===== src/rtl/gdq_pkg.sv =====
package gdq_pkg;

   // indices into the synchronized input vector
   localparam int unsigned IDX_DRV_P   = 0;
   localparam int unsigned IDX_DRV_N   = 1;
   localparam int unsigned IDX_CLR_N   = 2;
   localparam int unsigned IDX_SUP_IN  = 3;
   localparam int unsigned IDX_SUP_OUT = 4;
   localparam int unsigned IDX_FAULT   = 5;

   localparam int unsigned N_INPUTS    = 6;
   localparam int unsigned N_FILTERED  = 3;

   // safe (drive-off / not-ready) level of each input, indexed as above
   localparam logic [N_INPUTS-1:0] SAFE_VEC = 6'b100010;

   typedef struct packed {
      logic fault;
      logic sup_out;
      logic sup_in;
      logic clr_n;
      logic drv_n;
      logic drv_p;
   } gdq_qual_t;

   function automatic logic drive_permitted(input gdq_qual_t q);
      return q.drv_p & ~q.drv_n & q.clr_n & q.sup_in & q.sup_out & ~q.fault;
   endfunction

   function automatic logic supplies_ok(input gdq_qual_t q);
      return q.sup_in & q.sup_out;
   endfunction

endpackage


===== src/rtl/gdq_sync.sv =====
module gdq_sync #(
   parameter int unsigned STAGES  = 2,
   parameter logic        RST_VAL = 1'b0
) (
   input  logic clk,
   input  logic rst_n,
   input  logic d_i,
   output logic q_o
);

   generate
      if (STAGES < 2) begin : g_bad
         $error("gdq_sync: STAGES must be at least 2");
      end
   endgenerate

   logic [STAGES-1:0] chain;

   always_ff @(posedge clk or negedge rst_n) begin
      if (!rst_n) begin
         chain <= {STAGES{RST_VAL}};
      end else begin
         chain <= {chain[STAGES-2:0], d_i};
      end
   end

   assign q_o = chain[STAGES-1];

endmodule


===== src/rtl/gdq_deglitch.sv =====
module gdq_deglitch #(
   parameter int unsigned CYC     = 6,
   parameter logic        RST_VAL = 1'b0
) (
   input  logic clk,
   input  logic rst_n,
   input  logic d_i,
   output logic q_o
);

   generate
      if (CYC < 1) begin : g_bad
         $error("gdq_deglitch: CYC must be at least 1");
      end

      if (CYC == 1) begin : g_plain
         // single-sample acceptance: plain register
         logic q;
         always_ff @(posedge clk or negedge rst_n) begin
            if (!rst_n) q <= RST_VAL;
            else        q <= d_i;
         end
         assign q_o = q;
      end else begin : g_count
         localparam int unsigned CW   = $clog2(CYC + 1);
         localparam logic [CW-1:0] LAST = CW'(CYC - 1);

         logic          q;
         logic [CW-1:0] cnt;

         always_ff @(posedge clk or negedge rst_n) begin
            if (!rst_n) begin
               q   <= RST_VAL;
               cnt <= '0;
            end else if (d_i == q) begin
               cnt <= '0;
            end else if (cnt == LAST) begin
               q   <= d_i;
               cnt <= '0;
            end else begin
               cnt <= cnt + 1'b1;
            end
         end
         assign q_o = q;
      end
   endgenerate

endmodule


===== src/rtl/gdq_gate_logic.sv =====
module gdq_gate_logic
   import gdq_pkg::*;
(
   input  logic      clk,
   input  logic      rst_n,
   input  gdq_qual_t qual_i,
   output logic      gate_on_o,
   output logic      ready_o
);

   logic permit;
   logic sup_good;

   always_comb begin
      permit   = drive_permitted(qual_i);
      sup_good = supplies_ok(qual_i);
   end

   always_ff @(posedge clk or negedge rst_n) begin
      if (!rst_n) begin
         gate_on_o <= 1'b0;
         ready_o   <= 1'b0;
      end else begin
         gate_on_o <= permit;
         ready_o   <= sup_good;
      end
   end

endmodule


===== src/rtl/gdrv_in_qual.sv =====
module gdrv_in_qual
   import gdq_pkg::*;
#(
   parameter int unsigned SYNC_STAGES = 2,
   parameter int unsigned FILT_CYC    = 6
) (
   input  logic clk,
   input  logic rst_n,
   input  logic drv_p_i,
   input  logic drv_n_i,
   input  logic clr_n_i,
   input  logic sup_in_ok_i,
   input  logic sup_out_ok_i,
   input  logic fault_i,
   output logic gate_on_o,
   output logic ready_o
);

   generate
      if (SYNC_STAGES < 2) begin : g_chk_sync
         $error("gdrv_in_qual: SYNC_STAGES below 2");
      end
      if (FILT_CYC < 1) begin : g_chk_filt
         $error("gdrv_in_qual: FILT_CYC below 1");
      end
   endgenerate

   logic [N_INPUTS-1:0]   raw_v;
   logic [N_INPUTS-1:0]   sync_v;
   logic [N_FILTERED-1:0] filt_v;
   gdq_qual_t             qual;

   assign raw_v[IDX_DRV_P]   = drv_p_i;
   assign raw_v[IDX_DRV_N]   = drv_n_i;
   assign raw_v[IDX_CLR_N]   = clr_n_i;
   assign raw_v[IDX_SUP_IN]  = sup_in_ok_i;
   assign raw_v[IDX_SUP_OUT] = sup_out_ok_i;
   assign raw_v[IDX_FAULT]   = fault_i;

   // every input is synchronized; the first N_FILTERED are also deglitched
   generate
      for (genvar i = 0; i < N_INPUTS; i++) begin : g_in
         gdq_sync #(
            .STAGES  (SYNC_STAGES),
            .RST_VAL (SAFE_VEC[i])
         ) u_sync (
            .clk   (clk),
            .rst_n (rst_n),
            .d_i   (raw_v[i]),
            .q_o   (sync_v[i])
         );
         if (i < N_FILTERED) begin : g_filt
            gdq_deglitch #(
               .CYC     (FILT_CYC),
               .RST_VAL (SAFE_VEC[i])
            ) u_flt (
               .clk   (clk),
               .rst_n (rst_n),
               .d_i   (sync_v[i]),
               .q_o   (filt_v[i])
            );
         end
      end
   endgenerate

   always_comb begin
      qual.drv_p   = filt_v[IDX_DRV_P];
      qual.drv_n   = filt_v[IDX_DRV_N];
      qual.clr_n   = filt_v[IDX_CLR_N];
      qual.sup_in  = sync_v[IDX_SUP_IN];
      qual.sup_out = sync_v[IDX_SUP_OUT];
      qual.fault   = sync_v[IDX_FAULT];
   end

   gdq_gate_logic u_logic (
      .clk       (clk),
      .rst_n     (rst_n),
      .qual_i    (qual),
      .gate_on_o (gate_on_o),
      .ready_o   (ready_o)
   );

endmodule


===== config.mk =====
export PLATFORM = sky130hd
export DESIGN_NAME = gdrv_in_qual
export DESIGN_NICKNAME = d
export VERILOG_FILES = /design/src/rtl/gdq_pkg.sv /design/src/rtl/gdq_sync.sv /design/src/rtl/gdq_deglitch.sv /design/src/rtl/gdq_gate_logic.sv /design/src/rtl/gdrv_in_qual.sv
export SDC_FILE = /design/constraint.sdc
export NUM_CORES = 1
export LEC_CHECK = 0
export CAP_MARGIN = 15
export CORE_ASPECT_RATIO = 1.2
export CORE_MARGIN = 4
export CORE_UTILIZATION = 50
export CTS_BUF_LIST = sky130_fd_sc_hd__clkbuf_4 sky130_fd_sc_hd__clkbuf_8
export CTS_CLUSTER_DIAMETER = 80
export DETAILED_ROUTE_END_ITERATION = 7
export GPL_ROUTABILITY_DRIVEN = 0
export GPL_TIMING_DRIVEN = 0
export PLACE_DENSITY = 0.75
export RECOVER_POWER = 100
export SYNTH_ARGS = -nofsm -noshare
export SYNTH_HDL_FRONTEND = slang
export SYNTH_SLANG_ARGS = --single-unit
export TNS_END_PERCENT = 100

===== constraint.sdc =====
create_clock -name clk -period 0.97 [get_ports clk]
set_input_delay 0.1455 -clock clk [delete_from_list [all_inputs] [get_ports clk]]
set_output_delay 0.1455 -clock clk [all_outputs]
set_load 0.03 [all_outputs]

# After elaboration in Yosys (flattened, before gate mapping)
# Index checks and enable logic that the tools add are counted.
[classes]
n_eq_ne = 6
addsub = 3
n_reduce_logical = 3
bitwise_logic = 11
mux = 6
[ops]
columns = ["op", "n"]
rows = [
  ["$mux W3", 6],
  ["$add A3 B1 Y3 const B", 3],
  ["$eq A3 B3 Y1 const B", 3],
  ["$and A1 B1 Y1", 6],
  ["$reduce_and A2 Y1", 3],
  ["$not A1 Y1", 5],
  ["$eq A1 B1 Y1", 3],
]
[word_totals]
out_inout_bits = 2
register_bits = 26
inputBits = 8
wordCells = 43

# Logic depth before layout (Yosys ltp)
# Gate-level depths: netlist of run 1.
[logic_depth]
ltp_word = 6
ltp_mapped = 2

# Modules after synthesis
# A second synthesis of run 1 with hierarchy kept.
[unflattened]
cells_unflattened = 59
hier_area_um2 = 892.1
[modules_own_cells]
columns = ["mod", "instances", "area_per_inst_um2", "seq_area_each_um2", "cells_each"]
rows = [
  ["gdq_deglitch at g_in[0].g_filt.u_flt ...", 2, 170.2, 100.1, 14],
  ["gdq_sync at g_in[0].u_sync ...", 4, 50.0, 50.0, 2],
  ["gdq_deglitch at g_in[1].g_filt.u_flt", 1, 171.4, 101.3, 14],
  ["gdq_sync at g_in[1].u_sync ...", 2, 52.6, 52.6, 2],
  ["gdq_gate_logic", 1, 75.1, 50.0, 5],
]

# Least setup slack after synthesis of run 1
# Ideal clock, no wire load.
[synth_timing]
kind = "register to register"
startpoint = "reg g_in[2].g_filt.u_flt.g_count.cnt[1]"
endpoint = "reg g_in[2].g_filt.u_flt.g_count.q"
t_arrival_ns = 0.824
period_less_slack_ns = 0.952
path_slack_ns = 0.018
stages_incl_launch_ff = 3
required_time_ns = 0.843
setup_time_ns = 0.127
cell_sequence = "dfrtp_1 -> nand3b_1 -> mux2_1"
[synth_via]
elab_chain_cells = 2
[synth_rtl]
columns = ["element", "line", "text"]
rows = [
  ["from (decl)", "gdq_deglitch.sv:29", "logic [CW-1:0] cnt;"],
  ["from (signal assigned)", "gdq_deglitch.sv:41", "cnt <= cnt + 1'b1;"],
  ["$eq A3 B3 Y1", "gdq_deglitch.sv:37", "end else if (cnt == LAST) begin"],
  ["$reduce_and A2 Y1 (no source line)", "--", ""],
  ["to (signal assigned)", "gdq_deglitch.sv:38", "q <= d_i;"],
  ["to (decl)", "gdq_deglitch.sv:28", "logic q;"],
]
# Every way passes these cells.
# A chain may end at the register's enable or synchronous reset.

# Worst setup path in the final report of run 1
# Ends and elaborated chain as after synthesis.

==> results of run 1 <==
cell usage in the layout (no fill, tap or decap):
cell type	netlist	final
a21oi_1	6	4
clkbuf_8	0	1
dlygate4sd3_1	0	7
nand2b_1	6	6
buf_6	0	1
nand3b_1	6	6
dfrtp_1	21	21
dfstp_2	5	5
clkbuf_4	0	4
dlygate4sd2_1	0	1
or3b_1	3	3
and4_1	1	1
and2_0	0	1
a21oi_2	0	2
xnor2_1	3	2
mux2_4	0	3
nor2_1	4	4
buf_2	0	1
xnor2_2	0	1
buf_4	0	4
state kept, by name, indices dropped and copies added, names as in the netlist:
| register | count |
|---|---|
| g_in.u_sync.chain | 12 |
| u_logic.gate_on_o | 1 |
| u_logic.ready_o | 1 |
| g_in.g_filt.u_flt.g_count.cnt | 9 |
| g_in.g_filt.u_flt.q_o | 3 |
Yosys cell counts, drive strengths merged:
cell	n	area share
dfstp	5	0.15
a21oi	6	0.034
dfrtp	21	0.59
nand2b	6	0.042
mux2	3	0.038
and4	1	0.0099
nand3b	6	0.051
xnor2	3	0.030
and2	1	0.0071
nor2	4	0.017
or3b	3	0.030
kinds of logic (layout without fill, tap and decap cells):
family | Yosys count | in the layout
buffers and inverters | 0 | 19
muxes | 3 | 3
AOI/OAI and AO/OA | 6 | 6
and+or+nand+nor | 21 | 21
DFF | 26 | 26
xor gates and xnor gates | 3 | 3
power groups by stage:
stage | clock (W) | combinational [W] | sequential [W]
after floorplan | 0 | 0.000324 | 0.00148
after global placement | 0 | 0.000408 | 0.00150
after detailed placement | 0 | 0.000430 | 0.00152
after CTS | 0.000530 | 0.000567 | 0.00149
after global routing | 0.000584 | 0.000662 | 0.00154
final | 0.000516 | 0.000598 | 0.00150
critical path: cells and delay by family, from the launching register on:
family	cells	cell delay, ps
DFF	1	420
muxes	1	320
and+or+nand+nor	1	190
repair_timing:
action / 4_1_cts / 5_1_grt
resized for setup: 15 / 5
pin swaps: 2 / 0
endpoints found under the setup margin: 34 / 10
endpoints found under the hold margin: 0 / 4
hold buffers: 0 / 1
setup buffers: 3 / 1
how the worst max path moves through the flow:
stage,depth (start not counted),to,slack (ps)
3_3_place_gp,1,g_in[2].u_sync.chain[0],-490
5_1_grt,2,g_in[1].g_filt.u_flt.g_count.cnt[1],-100
4_1_cts,1,gate_on_o,-160
3_5_place_dp,1,g_in[2].g_filt.u_flt.g_count.cnt[0],-530
6_report,2,g_in[2].g_filt.u_flt.q_o,-60
2_1_floorplan,2,g_in[2].g_filt.u_flt.q_o,20
through the flow:
stage	power, W	setup TNS, ps
after global routing	0.00278	-802
after global placement	0.00191	-12280
after CTS	0.00259	-408
after floorplan	0.00180	0
final	0.00261	-262
after detailed placement	0.00195	-13270
layer usage:
metal,GRT usage,part of all wire
met5,0,0
met4,0.0569,0.014
met3,0.0301,0.047
met2,0.209,0.49
met1,0.147,0.45
cell type report:
| class | instances | area [um^2] |
|---|---|---|
| clock buffer | 4 | 36.3 |
| fill | 117 | 558 |
| multi-input combinational | 33 | 255 |
| sequential | 26 | 657 |
| tap | 18 | 22.5 |
| timing repair buffer | 15 | 133 |
==> run_results.csv, run 1 <==
group,metric,value,unit
logic_synthesis,yosys.area_share.simple,0.157,
clocking,cts_tree,"done",
pwr,power.switching,0.000695,W
global_routing,grt_pass1_wl,2180,um
cells_and_area,nets,87,
clocking,cts_made_buffers,3,
clocking,clock_path_buffers,2,
logic_synthesis,synth_seq_cells,26,
cells_and_area,area_growth,24.6,%
pwr,p_leak,0.494,nW
global_routing,grt_pass1_vias,523,
sta,period_share,1.06,
clocking,htree_levels,1,
setup_path,startpoint,"g_in[2].g_filt.u_flt.g_count.cnt[1]",
pwr,powerDensity,2370,mW/mm^2
cells_and_area,drive_above_1_share,0.282,
detailed_routing,vias_per_cell,5.10,
detailed_routing,wirelength,1230,um
floorplanning,core,0.00166,mm^2
logic_synthesis,synthAdderAreaFrac,0,
place,place_area,998,um^2
sta,setup_viol,8,
setup_path,crit_fanout,4,
logic_synthesis,yosys_warnings,0,
detailed_routing,firstDrtPassIters,4,
setup_path,criticalPathCategory,"reg -> reg",
sta,worstMarginPinSlew,328,ps
sta,slew_violations,0,
place,place_inst,86,
hold_path,hp-class,"in -> async",
logic_synthesis,syn-num-nets,67,
global_routing,grt_util_all_layers,0.124,
pwr,clkPwrFrac,0.197,
logic_synthesis,synthXorXnorAreaFrac,0.0297,
setup_path,r2r-end,"g_in[2].g_filt.u_flt.q_o",
setup_path,cp-end-kind,"register",
pwr,p_sw_frac,0.266,
global_routing,grt_max_degree,27,
cells_and_area,final_util,0.664,
sta,min_period,1030,ps
logic_synthesis,synth_compound_area_frac,0.0339,
pwr,ir_drop,1270,uV
pwr,internal_power,0.00192,W
sta,maxClockFrequency,0.969,GHz
logic_synthesis,synthMuxAreaShare,0.0381,
floorplanning,dieArea,0.00251,mm^2
place,pre_cts_ws,-528,ps
sta,slew_headroom,0.780,
detailed_routing,drtAntennaViolNets,0,
pwr,p_seq_frac,0.574,
clocking,cts_root_buf,"clkbuf_4",
setup_path,slowest_delay,420,ps
detailed_routing,drt_iter0_drc,13,
logic_synthesis,synth_top_family_by_area,"simple AND/OR/NAND/NOR gates",
floorplanning,die_w,46.4,um
cells_and_area,fin_area,0.00110,mm^2
detailed_routing,wl_per_cell,12.8,um
logic_synthesis,synth.cell_area,886,um^2
place,port_buffers,9,
cells_and_area,stdcell_count,96,
setup_path,rrSetupSlack,-60,ps
cells_and_area,diodes,0,
clocking,clk_pin_slew,140,ps
sta,rsz0062_at_grt,"yes",
detailed_routing,via_count,490,
floorplanning,initial_utilization,0.533,
setup_path,rr_worst_depth,2,
logic_synthesis,synth_cell_types,11,
floorplanning,die_h,54.1,um
place,hpwl,814,um
clocking,cts.sinks,26,
setup_path,required,1160,ps
sta,whs,297,ps
detailed_routing,drc,0,
setup_path,r2r_start,"g_in[2].g_filt.u_flt.g_count.cnt[1]",
sta,clock-skew-final,13.5,ps
setup_path,critPathSlowestCell,"dfrtp_1",
clocking,insertion_delay,310,ps
logic_synthesis,synthCells,59,
setup_path,start_kind,"register",
run,maxCapViolations,0,
global_routing,overflow,0,
setup_path,cp.arrival,1230,ps
global_routing,antenna_found_initial,0,
outcome,status,"finished, violations left",
outcome,failed_checks,"negative setup slack",
sta,setup_slack,-62.1,ps
logic_synthesis,ys_seq_area_frac,0.742,
setup_path,path_cells,"nand3b_1 > mux2_4",
pwr,pwr-share-comb,0.229,
logic_synthesis,post_synth.cell_area_avg,15.0,um^2
floorplanning,pin_count,10,
sta,hold_viol_final,0,
floorplanning,rows,16,
Power figures use the tool's default switching activity.
==> run 2, diff against run 1 <==
==> constraint.sdc (replaced) <==
create_clock -name clk -period 0.97 [get_ports clk]
set_input_delay 0.194 -clock clk [delete_from_list [all_inputs] [get_ports clk]]
set_output_delay 0.194 -clock clk [all_outputs]
set_load 0.03 [all_outputs]
==> run 2 against run 1 <==
  * The run still ends with negative setup slack left
  * Combinational power is essentially flat
  * Non-clock buffer count stayed put
  * Routed wire length is 0.33% lower
  * Clock power hardly changed
  * Critical endpoint is now gate_on_o
  * Sequential cell count is the same
  * First-iteration DRC count stayed put
  * Register-to-register slack about the same
  * Cell count unchanged
  * Via count shrank 0.20%
  * Global-route usage stayed put
  * Worst hold slack better by 49 ps
==> run_results.csv, run 2 (synthesized netlist as in run 1, its figures left out) <==
group,metric,value,unit
outcome,status,"finished, violations left",
outcome,failed_checks,"negative setup slack",
cells_and_area,num-fill-cells,115,
hold_path,hp-class,"in -> async",
cells_and_area,diodes,0,
floorplanning,pin_count,10,
cells_and_area,area_growth,25.3,%
sta,min_period,1040,ps
setup_path,rrSetupSlack,-60,ps
setup_path,r2r-end,"g_in[2].g_filt.u_flt.q_o",
sta,clock-skew-final,13.1,ps
cells_and_area,regMostFlops,"g_in.u_sync.chain",
floorplanning,core,0.00166,mm^2
global_routing,antenna_found_initial,0,
floorplanning,die_h,54.1,um
setup_path,cp.arrival,850,ps
sta,slew_violations,0,
setup_path,crit_family,"flip-flops",
floorplanning,dieArea,0.00251,mm^2
cells_and_area,seq_area,657,um^2
detailed_routing,vias_per_cell,5.09,
sta,hold_viol_final,0,
setup_path,path_cells,"buf_6",
sta,rsz0062_at_grt,"yes",
detailed_routing,wl_per_cell,12.8,um
sta,setup_viol,12,
global_routing,grt_max_degree,27,
place,hpwl,814,um
pwr,p_leak,0.494,nW
sta,worstMarginPinSlew,328,ps
setup_path,r2r_start,"g_in[2].g_filt.u_flt.g_count.cnt[1]",
sta,period_share,1.08,
cells_and_area,multiInputGateArea,255,um^2
detailed_routing,wirelength,1230,um
sta,setup_slack,-72.8,ps
detailed_routing,drc,0,
setup_path,criticalPathCategory,"reg -> out",
global_routing,grt_pass1_vias,523,
place,place_inst,86,
place,port_buffers,9,
clocking,cts.sinks,26,
global_routing,overflow,0,
clocking,htree_levels,1,
detailed_routing,firstDrtPassIters,4,
global_routing,grt_util_all_layers,0.124,
cells_and_area,layout_commonest_cell,"dfrtp_1",
setup_path,crit_fanout,1,
place,pre_cts_ws,-577,ps
cells_and_area,stdcell_count,96,
clocking,cts_tree,"done",
floorplanning,initial_utilization,0.533,
cells_and_area,fin_area,0.00111,mm^2
clocking,insertion_delay,310,ps
cells_and_area,largest_register_ffs,12,
setup_path,critPathSlowestCell,"dfrtp_1",
clocking,cts_made_buffers,3,
sta,slew_headroom,0.780,
pwr,ir_drop,1250,uV
detailed_routing,drtAntennaViolNets,0,
floorplanning,die_w,46.4,um
detailed_routing,via_count,489,
place,place_area,998,um^2
setup_path,required,780,ps
clocking,clock_path_buffers,2,
detailed_routing,drt_iter0_drc,13,
cells_and_area,nets,87,
pwr,powerDensity,2350,mW/mm^2
sta,maxClockFrequency,0.959,GHz
setup_path,critPathBufInv,1,
setup_path,cp-end-kind,"output pin",
pwr,power,0.00260,W
cells_and_area,final_cell_mix,"dfrtp_1 (21), dlygate4sd3_1 (7), nand2b_1 (6), nand3b_1 (6), clkbuf_4 (5)",
setup_path,slowest_delay,400,ps
run,maxCapViolations,0,
global_routing,grt_pass1_wl,2180,um
clocking,clk_pin_slew,140,ps
clocking,cts_root_buf,"clkbuf_4",
sta,fin_setup_tns,-399,ps
floorplanning,rows,16,
cells_and_area,drive_above_1_share,0.269,
setup_path,start_kind,"register",
setup_path,rr_worst_depth,2,
==> run 2: cell count changes in the layout (fill, tap and decap cells not counted) <==
cell      change
clkbuf_4      +1
buf_4         -1
dfstp_1       +1
buf_2         -1
buf_6         +1
dfstp_2       -1
==> run 2: final cells by class <==
type / instances / share of cell area
sequential: 26 / 0.592
multi-input combinational: 33 / 0.230
timing repair buffer: 15 / 0.125
clock buffer: 4 / 0.0327
tap: 18 / 0.0203
==> run 2: what timing repair did <==
item                                    in CTS  in global routing
hold buffers                                 0                  1
resized for setup                           15                  8
pin swaps                                    2                  0
buffers inserted                             3                  1
hold endpoints to repair                     0                  4
endpoints found under the setup margin      34                 10
==> run 2: power breakdown <==
part | switching (W) | leakage [nW] | internal (W)
Sequential | 0.000187 | 0.317 | 0.00130
Combinational | 0.000220 | 0.156 | 0.000377
Clock | 0.000286 | 0.0210 | 0.000229
Total | 0.000693 | 0.494 | 0.00191
==> run 2: worst max path at each step <==
| stage | slack, ps | startpoint | to | depth (start not counted) |
|---|---|---|---|---|
| final | -70 | u_logic.gate_on_o | gate_on_o | 1 |
| after floorplan | 20 | g_in[2].g_filt.u_flt.g_count.cnt[1] | g_in[2].g_filt.u_flt.q_o | 2 |
| after CTS | -210 | u_logic.gate_on_o | gate_on_o | 1 |
| after global routing | -120 | u_logic.gate_on_o | gate_on_o | 1 |
| after detailed placement | -580 | rst_n | g_in[2].g_filt.u_flt.g_count.cnt[0] | 1 |
| after global placement | -540 | rst_n | g_in[2].u_sync.chain[0] | 1 |
==> run 2: per-stage QoR <==
step | hold slack (ps) | utilization
2_1_floorplan | -102 | -
3_3_place_gp | 331 | 0.601
3_5_place_dp | 335 | 0.601
4_1_cts | 218 | 0.646
5_1_grt | 339 | 0.668
6_report | 346 | 0.668
==> run 2: layer usage <==
layer  vias up  GRT usage  share of wire  routed length, um
li1        237          -              -                  -
met2        10      0.209           0.49                601
met3         2     0.0301          0.042                 52
met4         0     0.0569          0.014                 17
met1       240      0.147           0.45                554
met5         -          0              0                  0
